===== config.mk =====
export PLATFORM = sky130hd
export DESIGN_NAME = dbs_sequencer
export DESIGN_NICKNAME = d
export VERILOG_FILES = /design/src/rtl/dbs_pkg.sv /design/src/rtl/dbs_index_reg.sv /design/src/rtl/dbs_ctrl.sv /design/src/rtl/dbs_sequencer.sv
export SDC_FILE = /design/constraint.sdc
export NUM_CORES = 1
export LEC_CHECK = 0
export ABC_AREA = 1
export BUFFER_PORTS_ARGS = -buffer_cell sky130_fd_sc_hd__buf_4
export CORE_AREA = 4 4 41 43
export CTS_CLUSTER_DIAMETER = 80
export DETAILED_ROUTE_END_ITERATION = 12
export DIE_AREA = 0 0 45 47
export GPL_ROUTABILITY_DRIVEN = 0
export PLACE_DENSITY = 0.41
export SLEW_MARGIN = 20
export SYNTH_ARGS = -nofsm -noshare
export SYNTH_HDL_FRONTEND = slang
export SYNTH_SLANG_ARGS = --single-unit

===== constraint.sdc =====
create_clock -name clk -period 1.8 [get_ports clk]
set_input_delay 0.18 -clock clk [delete_from_list [all_inputs] [get_ports clk]]
set_output_delay 0.18 -clock clk [all_outputs]
set_load 0.02 [all_outputs]

===== src/rtl/dbs_pkg.sv =====
package dbs_pkg;
  typedef enum logic [1:0] {
    ST_IDLE  = 2'd0,
    ST_BUSY  = 2'd1,
    ST_SPARE2 = 2'd2,
    ST_SPARE3 = 2'd3
  } dbs_state_t;
endpackage


===== src/rtl/dbs_index_reg.sv =====
module dbs_index_reg #(
  parameter int IDX_W     = 3,
  parameter int IDX_FIRST = 1,
  parameter int IDX_LAST  = 3
) (
  input  logic             clk,
  input  logic             rst,
  input  logic             step,
  output logic [IDX_W-1:0] idx,
  output logic             at_last
);
  localparam logic [IDX_W-1:0] FIRST_V = IDX_W'(IDX_FIRST);
  localparam logic [IDX_W-1:0] LAST_V  = IDX_W'(IDX_LAST);
  localparam logic [IDX_W-1:0] MAX_V   = IDX_W'((1 << IDX_W) - 1);

  logic [IDX_W-1:0] idx_q;
  logic [IDX_W-1:0] idx_d;

  assign at_last = (idx_q == LAST_V);

  always_comb begin
    idx_d = idx_q;
    if (step) begin
      if (at_last)
        idx_d = FIRST_V;
      else if (idx_q < MAX_V)
        idx_d = idx_q + 1'b1;
    end
  end

  always_ff @(posedge clk) begin
    if (rst) idx_q <= FIRST_V;
    else     idx_q <= idx_d;
  end

  assign idx = idx_q;
endmodule


===== src/rtl/dbs_ctrl.sv =====
module dbs_ctrl
  import dbs_pkg::*;
(
  input  logic       clk,
  input  logic       rst,
  input  logic       rd_cmd,
  input  logic       wr_cmd,
  input  logic       at_last,
  output logic       step,
  output dbs_state_t state,
  output logic       rd_en,
  output logic       wr_en,
  output logic       addr_inc_n
);
  dbs_state_t st_q, st_d;
  logic rd_d, wr_d, inc_n_d;
  logic any_cmd;

  assign any_cmd = rd_cmd | wr_cmd;

  always_comb begin
    st_d    = st_q;
    rd_d    = 1'b0;
    wr_d    = 1'b0;
    inc_n_d = 1'b1;
    step    = 1'b0;
    unique case (st_q)
      ST_IDLE: begin
        if (any_cmd) begin
          rd_d = rd_cmd;
          wr_d = wr_cmd;
          st_d = ST_BUSY;
        end
      end
      ST_BUSY: begin
        if (any_cmd) begin
          rd_d = rd_cmd;
        end else begin
          step    = 1'b1;
          inc_n_d = ~at_last;
          st_d    = ST_IDLE;
        end
      end
      default: st_d = ST_IDLE;
    endcase
  end

  always_ff @(posedge clk) begin
    if (rst) begin
      st_q       <= ST_IDLE;
      rd_en      <= 1'b0;
      wr_en      <= 1'b0;
      addr_inc_n <= 1'b1;
    end else begin
      st_q       <= st_d;
      rd_en      <= rd_d;
      wr_en      <= wr_d;
      addr_inc_n <= inc_n_d;
    end
  end

  assign state = st_q;
endmodule


===== src/rtl/dbs_sequencer.sv =====
module dbs_sequencer
  import dbs_pkg::*;
#(
  parameter int IDX_W     = 3,
  parameter int IDX_FIRST = 1,
  parameter int IDX_LAST  = 3
) (
  input  logic             clk,
  input  logic             rst,
  input  logic             rd_cmd,
  input  logic             wr_cmd,
  output logic             rd_en,
  output logic             wr_en,
  output logic             addr_inc_n,
  output logic [IDX_W-1:0] byte_idx
);
  logic       step;
  logic       at_last;
  dbs_state_t seq_state;

  dbs_ctrl u_ctrl (
    .clk        (clk),
    .rst        (rst),
    .rd_cmd     (rd_cmd),
    .wr_cmd     (wr_cmd),
    .at_last    (at_last),
    .step       (step),
    .state      (seq_state),
    .rd_en      (rd_en),
    .wr_en      (wr_en),
    .addr_inc_n (addr_inc_n)
  );

  dbs_index_reg #(
    .IDX_W     (IDX_W),
    .IDX_FIRST (IDX_FIRST),
    .IDX_LAST  (IDX_LAST)
  ) u_idx (
    .clk     (clk),
    .rst     (rst),
    .step    (step),
    .idx     (byte_idx),
    .at_last (at_last)
  );
endmodule


==> results by group <==
Setup path
  – WS Path Type: register to output pin
  – Crit Path Max Fanout: 5
  – CP top delay family: flip-flops
  – CP Capture Type: output pin
  – RR Endpoint: u_idx.idx[0]
  – Worst path cell trace: buf_4
  – WP buf/inv: 1
  – Slowest CP cell: dfxtp_1
  – CP arrival: 820 ps
  – Worst Path Required: 1620 ps
  – R2R depth: 5
  – Worst r2r src: u_idx.idx[0]
  – Flop2flop setup slack: 830 ps
  – Critical Path Start Type: register
  – CP peak stage delay: 390 ps

Floorplanning
  – Area of the die: 2120 um^2
  – Ports: 10
  – Die Ht: 47 um
  – DIE WIDTH: 45 um
  – Num rows: 13
  – Initial Util: 21.0%
  – Total core area: 1300 um^2

Global route
  – Vias in the first global route: 223
  – Met2 GRT Util: 9.60%
  – Aggregate global-route resource usage: 6.57%
  – First-pass GRT wire length: 910 um
  – GRT met1 Usage: 6.18%
  – Antenna violations before repair: 0
  – Grt total ovfl: 0
  – Grt met3 use: 6.13%
  – Largest net degree at the start of global routing: 6
  – GR peak layer: met2

Status
  – Outcome: finished clean

Clock network
  – Num CTS Buffers: 3
  – Clk_lat worst skew: 250 ps
  – CTS Buffer Depth: 2
  – Clock Pin Slew Worst Setup and Hold Paths: 50 ps
  – CTS tree: yes
  – Clock root buffer: clkbuf_4
  – Post-CTS Hold Fix Bufs: 0
  – Post-CTS Resized: 0
  – Post-CTS Setup Bufs: 0
  – H-tree depth: 1
  – Sink Count: 7

Power and ir drop
  – Maximum vdd drop: 282 uV
  – Cell area power density: 902 nW/um^2
  – P_leak: 0.190 nW

STA
  – Final setup vio count: 0
  – Final Hold Viols: 0
  – Tightest Pin Transition: 166 ps
  – Max Slew Vio Count: 0
  – Fmax: 1000 MHz
  – Min Tclk post-route: 998 ps
  – Final TNS setup: 0 ps
  – Final period util: 55.4%
  – Final setup skew: 1.08 ps
  – RSZ-0062 raised after global routing: false
  – Rel. slew slack: 88.9%

Routing
  – Drt via density: 4.11
  – Initial DRC Count: 6
  – Routed wire length: 588 um
  – Routed WL per cell: 9.48 um
  – Antenna Nets Post-Route: 0
  – DR vias: 255
  – DR DRC count: 0
  – TritonRoute pass-1 iters: 4

Final layout
  – Nets: 53
  – Share of layout cells above drive strength 1: 31.9%
  – Area Overhead vs Synth: 41.3%
  – Post-route cell area: 385 um^2
  – N_diodes: 0

Logic synthesis
  – Synth Net Count: 39
  – Synth cell types: 11
  – Syn_area_per_cell: 8.02 um^2
  – #FFs+latches synth: 7
  – Mapped Cells: 34
  – Sequential share of the synthesized area: 51.4%
  – Mapped Area: 273 um^2
  – YS warnings: 0

Flow run
  – Max-Cap Viols: 0

Placement
  – Detailed Place HPWL: 441 um
  – Port Buffers: 9
  – Placed cell area: 359 um^2

Worst hold path
  – Hold endpoint: u_ctrl.state[0]
  – Hold WC Path Type: input pin to register
  – Hold path cells: 2
  – Worst hold start: rst
## per-layer routing
layer  vias up  share of wire (%)
li1        131                  -
met5         -                  0
met2        11                 48
met4         0                1.4
met3         2                 10
met1       111                 41
## power by group
group | switching [W] | internal [W]
Sequential | 0.00000467 | 0.000161
Combinational | 0.0000201 | 0.0000166
Clock | 0.0000601 | 0.0000847
Total | 0.0000849 | 0.000263
## cells in the mapped netlist
cell type / instances / area, um^2
nand2_2: 1 / 6.26
nor3b_1: 1 / 7.51
nand4_1: 1 / 6.26
inv_2: 1 / 3.75
nand3_1: 5 / 25.0
dfxtp_1: 7 / 140
nor2_4: 1 / 11.3
ha_1: 1 / 12.5
inv_1: 4 / 15.0
nor2_1: 5 / 18.8
nand2_1: 7 / 26.3
## state kept, by name, summed over array words and instances, names as in the netlist
register	flops
u_ctrl.addr_inc_n	1
u_ctrl.rd_en	1
u_ctrl.state	1
u_ctrl.wr_en	1
u_idx.idx	3
## cells in the final DEF, fill, tap and decap left out
cell / n
nor3b_1: 1
nand3_1: 5
nand4_1: 1
ha_1: 1
nor2_1: 5
buf_4: 9
inv_1: 4
clkbuf_4: 3
dfxtp_1: 7
clkbuf_1: 1
nor2_4: 1
inv_2: 1
nand2_1: 7
nand2_2: 1
## final cells by class
cell class	instances	area (um^2)
Timing Repair Buffer	9	67.6
Inverter	5	18.8
Fill cell	155	916
Clock buffer	4	26.3
Multi-Input combinational cell	22	114
Sequential cell	7	140
Tap cell	15	18.8
## metrics by stage
stage	cells	hold slack [ps]	total power, W	worst slack [ps]	utilization, %
2_1_floorplan	34	252	0.000188	814	-
3_3_place_gp	58	374	0.000205	884	27.6
3_5_place_dp	58	378	0.000206	847	27.6
4_1_cts	62	105	0.000355	797	29.6
5_1_grt	62	118	0.000369	768	29.6
6_report	62	114	0.000347	802	29.6
## worst max-delay path by stage
stage / slack (ps) / end / from / cells past startpoint
2_1_floorplan: 810 / u_idx.idx[0] / u_idx.idx[0] / 5
3_3_place_gp: 880 / u_idx.idx[0] / u_idx.idx[0] / 5
3_5_place_dp: 850 / u_idx.idx[0] / u_idx.idx[0] / 5
4_1_cts: 800 / byte_idx[0] / u_idx.idx[0] / 1
5_1_grt: 770 / byte_idx[0] / u_idx.idx[0] / 1
6_report: 800 / byte_idx[0] / u_idx.idx[0] / 1
## cells by family (layout without fill, tap and decap cells)
logic type / Yosys count / count (layout) / synth area share (%)
AND/OR/NAND/NOR: 21 / 21 / 37.2
flip-flops: 7 / 7 / 51.4
buffers and inverters: 5 / 18 / 6.88
adder cells (fa/ha/maj): 1 / 1 / 4.59
Power figures use the tool's default switching activity.
